==> config.mk <==
export PLATFORM = sky130hd
export DESIGN_NAME = page_req_seq
export DESIGN_NICKNAME = d
export VERILOG_FILES = /design/src/rtl/page_req_seq_pkg.sv /design/src/rtl/page_req_seq_ctrl.sv /design/src/rtl/page_req_seq_data.sv /design/src/rtl/page_req_seq.sv
export SDC_FILE = /design/constraint.sdc
export NUM_CORES = 1
export LEC_CHECK = 0
export BUFFER_PORTS_ARGS = -buffer_cell sky130_fd_sc_hd__clkbuf_2
export CORE_ASPECT_RATIO = 1.1
export CORE_UTILIZATION = 61
export DETAILED_ROUTE_END_ITERATION = 6
export GPL_TIMING_DRIVEN = 0
export HOLD_SLACK_MARGIN = 0.02
export PLACE_DENSITY_LB_ADDON = 0.15
export SLEW_MARGIN = 20
export SYNTH_ARGS = -nofsm -noshare
export SYNTH_HDL_FRONTEND = slang
export SYNTH_SLANG_ARGS = --single-unit
==> constraint.sdc <==
create_clock -name clk -period 2.7 [get_ports clk]
set_input_delay 0 -clock clk [delete_from_list [all_inputs] [get_ports clk]]
set_output_delay 0 -clock clk [all_outputs]
set_load 0.02 [all_outputs]
==> src/rtl/page_req_seq_pkg.sv <==
package page_req_seq_pkg;
  // Strobes from control to datapath for one clock cycle
  typedef struct packed {
    logic alloc;    // claim a free index for the presented miss
    logic release_; // free the index named by the response
    logic grant;    // response succeeded: issue translation request
    logic fail;     // response failed: raise fault
    logic stray;    // response matched nothing
  } strobes_t;
endpackage

==> src/rtl/page_req_seq_ctrl.sv <==
module page_req_seq_ctrl
  import page_req_seq_pkg::*;
#(
  parameter int POOL  = 4,
  parameter int IDX_W = (POOL > 1) ? $clog2(POOL) : 1
) (
  input  logic             missValid,
  input  logic             rspValid,
  input  logic [IDX_W-1:0] rspIdx,
  input  logic             rspOk,
  input  logic [POOL-1:0]  slotBusy,
  output logic             missReady,
  output logic [IDX_W-1:0] allocIdx,
  output strobes_t         strobes
);
  logic anyFree;
  logic hit;

  // lowest-numbered free slot wins
  always_comb begin
    anyFree  = 1'b0;
    allocIdx = '0;
    for (int i = POOL - 1; i >= 0; i--) begin
      if (!slotBusy[i]) begin
        anyFree  = 1'b1;
        allocIdx = IDX_W'(i);
      end
    end
  end

  // index compare per slot guards against indices beyond the pool
  always_comb begin
    hit = 1'b0;
    for (int i = 0; i < POOL; i++) begin
      if (rspIdx == IDX_W'(i) && slotBusy[i]) hit = 1'b1;
    end
  end

  assign missReady = anyFree;

  always_comb begin
    strobes          = '0;
    strobes.alloc    = missValid && anyFree;
    strobes.release_ = rspValid && hit;
    strobes.grant    = rspValid && hit && rspOk;
    strobes.fail     = rspValid && hit && !rspOk;
    strobes.stray    = rspValid && !hit;
  end
endmodule

==> src/rtl/page_req_seq_data.sv <==
module page_req_seq_data
  import page_req_seq_pkg::*;
#(
  parameter int PAGE_W = 20,
  parameter int POOL   = 4,
  parameter int IDX_W  = (POOL > 1) ? $clog2(POOL) : 1
) (
  input  logic              clk,
  input  logic              rstN,
  input  strobes_t          strobes,
  input  logic [IDX_W-1:0]  allocIdx,
  input  logic [IDX_W-1:0]  rspIdx,
  input  logic [PAGE_W-1:0] missPage,
  output logic [POOL-1:0]   slotBusy,
  output logic              reqValid,
  output logic [PAGE_W-1:0] reqPage,
  output logic [IDX_W-1:0]  reqIdx,
  output logic              xlatValid,
  output logic [PAGE_W-1:0] xlatPage,
  output logic              faultValid,
  output logic [PAGE_W-1:0] faultPage,
  output logic              rspErr
);
  logic [PAGE_W-1:0] slotPage [POOL];
  logic [PAGE_W-1:0] relPage;

  for (genvar g = 0; g < POOL; g++) begin : gSlot
    logic setHere, clrHere;
    assign setHere = strobes.alloc    && (allocIdx == IDX_W'(g));
    assign clrHere = strobes.release_ && (rspIdx   == IDX_W'(g));

    always_ff @(posedge clk or negedge rstN) begin
      if (!rstN) begin
        slotBusy[g] <= 1'b0;
        slotPage[g] <= '0;
      end else if (setHere) begin
        slotBusy[g] <= 1'b1;
        slotPage[g] <= missPage;
      end else if (clrHere) begin
        slotBusy[g] <= 1'b0;
      end
    end
  end

  always_comb begin
    relPage = '0;
    for (int i = 0; i < POOL; i++) begin
      if (rspIdx == IDX_W'(i)) relPage = slotPage[i];
    end
  end

  always_ff @(posedge clk or negedge rstN) begin
    if (!rstN) begin
      reqValid   <= 1'b0;
      reqPage    <= '0;
      reqIdx     <= '0;
      xlatValid  <= 1'b0;
      xlatPage   <= '0;
      faultValid <= 1'b0;
      faultPage  <= '0;
      rspErr     <= 1'b0;
    end else begin
      reqValid   <= strobes.alloc;
      xlatValid  <= strobes.grant;
      faultValid <= strobes.fail;
      rspErr     <= strobes.stray;
      if (strobes.alloc) begin
        reqPage <= missPage;
        reqIdx  <= allocIdx;
      end
      if (strobes.grant) xlatPage  <= relPage;
      if (strobes.fail)  faultPage <= relPage;
    end
  end
endmodule

==> src/rtl/page_req_seq.sv <==
module page_req_seq
  import page_req_seq_pkg::*;
#(
  parameter int PAGE_W = 20,
  parameter int POOL   = 4,
  parameter int IDX_W  = (POOL > 1) ? $clog2(POOL) : 1
) (
  input  logic              clk,
  input  logic              rstN,
  input  logic              missValid,
  input  logic [PAGE_W-1:0] missPage,
  output logic              missReady,
  output logic              reqValid,
  output logic [PAGE_W-1:0] reqPage,
  output logic [IDX_W-1:0]  reqIdx,
  input  logic              rspValid,
  input  logic [IDX_W-1:0]  rspIdx,
  input  logic              rspOk,
  output logic              xlatValid,
  output logic [PAGE_W-1:0] xlatPage,
  output logic              faultValid,
  output logic [PAGE_W-1:0] faultPage,
  output logic              rspErr
);
  strobes_t         strobes;
  logic [POOL-1:0]  slotBusy;
  logic [IDX_W-1:0] allocIdx;

  page_req_seq_ctrl #(.POOL(POOL), .IDX_W(IDX_W)) u_ctrl (
    .missValid(missValid), .rspValid(rspValid), .rspIdx(rspIdx),
    .rspOk(rspOk), .slotBusy(slotBusy), .missReady(missReady),
    .allocIdx(allocIdx), .strobes(strobes)
  );

  page_req_seq_data #(.PAGE_W(PAGE_W), .POOL(POOL), .IDX_W(IDX_W)) u_data (
    .clk(clk), .rstN(rstN), .strobes(strobes), .allocIdx(allocIdx),
    .rspIdx(rspIdx), .missPage(missPage), .slotBusy(slotBusy),
    .reqValid(reqValid), .reqPage(reqPage), .reqIdx(reqIdx),
    .xlatValid(xlatValid), .xlatPage(xlatPage),
    .faultValid(faultValid), .faultPage(faultPage), .rspErr(rspErr)
  );
endmodule

==> impl_metrics.toml, run 1 <==
[synth]
yosys-top-cells-count = "150 x dfrtp_1, 138 x mux2_2, 19 x mux4_2"
yosysMostFrequentCell = "dfrtp_1"
syn_inst = 368
yosysTopAreaCell = "dfrtp_1"
syn_nets = 395
synth_ff_type = "dfrtp_1"
async_flop_share_pct = 100
syn_area_per_cell_um2 = 16.7
ys_warn_count = 0
ys_seq_elements = 150
synth_edf_count = 0
yosys.area.top_type_share_pct = 61.1
yosys-top-cells-area = "dfrtp_1 61%, mux2_2 25%, mux4_2 7.0%"
ys_seq_area_share_pct = 61.1
ys_types = 27
syn-cell-area_um2 = 6140

[global_route]
gr-usage-all-layers_pct = 26.9
grt.busiest_layer = "met2"
use_met1_pct = 34.1
grtUsageMet3_pct = 5.26
gr-total-overflow = 0
use_met2_pct = 46.5
grt_pass1_vias = 3984
antenna_found_initial = 0
grt_pass1_wl_um = 20800
grt_max_degree = 96

[setup_path]
crit_path_max_fanout = 10
r2r_start = "u_data.slotBusy[0]"
critPathCaptureType = "flop"
r2r_cells = 4
arrival_ps = 2210
cp.required_ps = 3100
r2r-end = "u_data.slotPage[13]"
cp-start-kind = "flop"
path_class = "flop to flop"
r2r_slack_ps = 890

[power]
peakVddDrop_mv = 0.635
p_leak_nw = 3.46
powerDensity_nw_per_um2 = 1180

[timing]
min_period_over_period_pct = 67.0
setup_viol = 0
max_slew_margin_pct = 53.4
finalCriticalPeriod_ps = 1810
rsz0062_at_grt = "no"
hold_viol_final = 0
slew_viol_final = 0
setup_ws_ps = 890
skew_ps = 5.48
tightest_slew_ps = 699
fmax_ghz = 0.553

[clock_network]
cts.path.max_buffers = 2
clk_latency_ps = 520
postCtsSetupBuffers = 0
cts_buffers = 17
cts_root_buf = "clkbuf_8"
cts_tree = "built"
cts_resized = 0
h-tree-depth = 4
clock_sinks = 150
path_clk_slew_ps = 60

[routing]
avgRoutedWirePerCell_um = 19.7
ant_nets = 0
remaining_drc_errors = 18
drt-initial-drc-count = 118
routed_wl_um = 12600
firstDrtPassIters = 7
via_per_inst = 5.73
vias = 3654

[floorplanning]
initial_core_util_pct = 62.4
die_area_um2 = 10500
fp.dieW_um = 97.7
pin_count = 94
die_height_um = 107
coreArea_um2 = 9840
rows = 38

[layout]
drive_gt1_share_pct = 58.1
area_delta_synth_final_pct = 24.4
final_util_pct = 77.7
nNetsFinal = 532
num_antenna_cells = 0

[job]
maxCapViolations = 0

[placed_design]
port_buffers = 90
place_hpwl_um = 7630
pre_cts_ws_ps = 930
place.gp.congestion = 0.749

[hold_path]
min_path_cells = 3
worstHoldStart = "rspIdx[1]"
hp-class = "input port to flop"
worstHoldEndpoint = "u_data.faultPage[13]"

[run_status]
status = "finished with violations"
violations = "DRC"
==> kinds of logic (layout without fill, tap and decap cells) <==
kind of cell           count (synthesis)  after routing  share of synthesized area (%)
muxes                                163            163                           33.6
DFF                                  150            150                           61.1
buffers and inverters                 26            176                           2.50
and+or+nand+nor                       18             18                           1.49
AOI/OAI and AO/OA                     11             11                           1.36
==> metrics by stage <==
stage	power, W	setup TNS [ps]	cell area, µm²	hold WS, ps	cells
2_1_floorplan	0.00579	0	6140	-296	368
3_5_place_dp	0.00669	0	6780	-2.24	579
5_1_grt	0.00947	0	7640	53.6	638
6_report	0.00902	0	7640	47.8	638
3_3_place_gp	0.00652	-103760	6750	295	578
4_1_cts	0.00906	0	7640	25.3	638
==> state kept, by name, summed over array words and instances (netlist names) <==
register and flops:
u_data.slotPage 80, u_data.faultPage 20, u_data.reqPage 20, u_data.xlatPage 20, u_data.slotBusy 4, u_data.reqIdx 2
u_data.faultValid 1, u_data.reqValid 1, u_data.rspErr 1, u_data.xlatValid 1
==> worst max path at each step <==
stage / startpoint / end / slack, ps / cells after the start
after floorplan: u_data.slotBusy[0] / u_data.reqPage[0] / 1140 / 4
after global placement: rstN / u_data.faultPage[9] / -710 / 1
after detailed placement: u_data.slotBusy[0] / u_data.slotPage[10] / 930 / 4
after CTS: u_data.slotBusy[0] / u_data.slotPage[13] / 890 / 4
after global routing: u_data.slotBusy[0] / u_data.slotPage[13] / 810 / 4
final: u_data.slotBusy[0] / u_data.slotPage[13] / 890 / 4
==> cell usage in the layout (no fill, tap or decap), types with 2 or more instances in the layout <==
cell,count
clkinvlp_4,4
mux2i_1,2
nand2_1,7
mux2_2,138
dfrtp_1,150
o21ai_0,4
clkbuf_2,89
o32ai_2,2
buf_2,12
clkbuf_8,5
clkinv_4,2
inv_1,5
a21oi_1,2
mux2_1,3
mux4_2,19
nor2_1,2
dlygate4sd3_1,26
clkinv_2,4
buf_6,5
clkbuf_16,16
clkbuf_1,2
bufinv_16,2
nand3b_1,2
nand3_1,2
==> worst max-delay path, cell delays in order (launching register included) <==
cell and delay, ps:
dfrtp_1 470, nand2_1 120, nor3_1 330, buf_2 370, mux2_2 390
==> power breakdown <==
part	switching [W]	total (W)	internal (W)
Sequential	0.000567	0.00385	0.00328
Combinational	0.00137	0.00289	0.00151
Clock	0.000900	0.00228	0.00138
==> area by class of cell <==
cell class / instances / area, µm²
timing repair buffer: 118 / 767
inverter: 5 / 18.8
sequential: 150 / 3750
tap: 120 / 150
fill: 581 / 2200
clock buffer: 20 / 455
multi-input combinational: 192 / 2240
clock inverter: 12 / 128
buffer: 21 / 135
==> per-layer routing <==
metal / wire length [µm] / part of all wire [%]
met1: 5320 / 42
met4: 169 / 1.3
met3: 363 / 2.9
met2: 6750 / 54
met5: 0 / 0
==> what timing repair did <==
item | CTS | global route
endpoints found under the hold margin | 265 | 0
endpoints found under the setup margin | 0 | 0
hold buffers | 27 | 0
No activity file was read; power rests on OpenSTA's default activity.
==> run 2: changes to the inputs <==
Settings changed: ABC_AREA from default to 1, CORE_UTILIZATION 61 to 51.
Clock period 2.7 ns to 1.53 ns, I/O delays scaled along.
==> impl_metrics.toml, run 2 <==
[run_status]
status = "completed"

[placed_design]
place_hpwl_um = 10800
port_buffers = 92
pre_cts_ws_ps = -58.0
place.gp.congestion = 0.854

[synth]
yosys-top-cells-area = "dfrtp_1 60%, nand2_1 13%, nand3_1 8.3%"
syn-cell-area_um2 = 6260
syn_nets = 720
syn_area_per_cell_um2 = 9.03
yosysTopAreaCell = "dfrtp_1"
yosys-top-cells-count = "220 x nand2_1, 150 x dfrtp_1, 104 x nand3_1"
ys_types = 21
ys_seq_elements = 150
yosysMostFrequentCell = "nand2_1"
synth_edf_count = 0
yosys.area.top_type_share_pct = 60.0
syn_inst = 693
async_flop_share_pct = 100
ys_warn_count = 0
synth_ff_type = "dfrtp_1"
ys_seq_area_share_pct = 60.0

[timing]
skew_ps = 6.59
finalCriticalPeriod_ps = 1500
fmax_ghz = 0.668
tightest_slew_ps = 593
setup_viol = 0
rsz0062_at_grt = "yes"
hold_viol_final = 0
setup_ws_ps = 33.9
min_period_over_period_pct = 97.8
max_slew_margin_pct = 60.5
slew_viol_final = 0

[setup_path]
crit_path_max_fanout = 10
r2r_start = "u_data.slotBusy[0]"
cp.required_ps = 1820
path_class = "flop to flop"
r2r_cells = 6
critPathCaptureType = "flop"
r2r-end = "u_data.slotPage[18]"
cp-start-kind = "flop"
arrival_ps = 1790
r2r_slack_ps = 30

[clock_network]
cts_buffers = 17
clk_latency_ps = 420
cts_root_buf = "clkbuf_16"
path_clk_slew_ps = 60
cts_tree = "built"
clock_sinks = 150
h-tree-depth = 4
postCtsSetupBuffers = 0
cts.path.max_buffers = 2

[routing]
routed_wl_um = 16200
avgRoutedWirePerCell_um = 16.3
remaining_drc_errors = 0
vias = 5501
via_per_inst = 5.52
ant_nets = 0
drt-initial-drc-count = 509
firstDrtPassIters = 5

[floorplanning]
fp.dieW_um = 108
die_height_um = 118
rows = 42
initial_core_util_pct = 52.2
pin_count = 94
die_area_um2 = 12700
coreArea_um2 = 12000

[layout]
final_common_cell = "nand2_1"
ff_latch_area_um2 = 3750
area_delta_synth_final_pct = 24.6
final_util_pct = 65.1
drive_gt1_share_pct = 21.6
regMostFlops = "u_data.slotPage"
nNetsFinal = 857
largest_reg_flops = 80
fillers = 999
layout_common_cells = "219 x nand2_1, 150 x dfrtp_1, 104 x nand3_1"
multi_input_area_um2 = 2100
num_antenna_cells = 0

[global_route]
antenna_found_initial = 0
grt_pass1_vias = 5174
grtUsageMet3_pct = 6.29
grt_max_degree = 84
use_met1_pct = 39.7
grt.busiest_layer = "met2"
gr-total-overflow = 0
gr-usage-all-layers_pct = 27.3
use_met2_pct = 40.7
grt_pass1_wl_um = 26500

[power]
peakVddDrop_mv = 0.974
p_leak_nw = 4.03
powerDensity_nw_per_um2 = 2020

[job]
maxCapViolations = 0

[hold_path]
hp-class = "input port to async pin"
[run 2: power breakdown]
part | leakage (nW) | internal [W] | switching, W
Combinational | 1.86 | 0.00173 | 0.00330
Clock | 0.280 | 0.00244 | 0.00161
Sequential | 1.89 | 0.00570 | 0.000998
Total | 4.03 | 0.00987 | 0.00590
[run 2: cell type report]
type | instances | area share, %
Multi-Input combinational cell | 460 | 26.9
Tap cell | 154 | 2.47
Clock inverter | 12 | 1.67
Timing Repair Buffer | 118 | 9.58
Clock buffer | 20 | 5.73
Buffer | 48 | 3.85
Inverter | 35 | 1.68
Sequential cell | 150 | 48.1
[run 2: layer usage]
layer	vias up	part of all wire [%]
li1	2563	-
met1	2636	45
met2	273	45
met3	29	8.3
met4	0	1.9
met5	-	0
[run 2: critical path: stages (launching register included)]
cell and delay, ps:
dfrtp_1 410, nand2_1 140, nor3_4 250, nand2_1 180, clkbuf_4 240, nand2_1 80, o21ai_1 70
[run 2: cell families after synthesis]
group           synth area share [%]
simple gates                    24.9
flops                           60.0
compound gates                  8.46
buf+inv                         6.64
[run 2: stage by stage]
step	total power [W]	hold slack, ps	cells	setup TNS [ps]	instance area [µm²]
after floorplan	0.00980	-296	693	0	6260
after global placement	0.0114	292	939	-290720	6910
after detailed placement	0.0116	33.5	940	-533	6950
after CTS	0.0158	161	997	0	7780
after global routing	0.0167	204	997	-188	7800
final	0.0158	129	997	0	7800
[run 2: timing repair]
action	4_1_cts	5_1_grt
endpoints found under the hold margin	172	0
endpoints found under the setup margin	40	67
gates resized for setup	6	15
pin swaps	0	0
hold buffers	25	0
[run 2: worst max-delay path by stage]
stage	from	to	slack, ps	cells past startpoint
after floorplan	u_data.slotBusy[0]	u_data.reqPage[10]	210	7
after global placement	rstN	u_data.reqPage[7]	-1950	1
after detailed placement	u_data.slotBusy[3]	u_data.slotPage[78]	-60	8
after CTS	u_data.slotBusy[3]	u_data.slotPage[65]	3	7
after global routing	u_data.slotBusy[0]	u_data.slotPage[18]	-30	6
final	u_data.slotBusy[0]	u_data.slotPage[18]	30	6
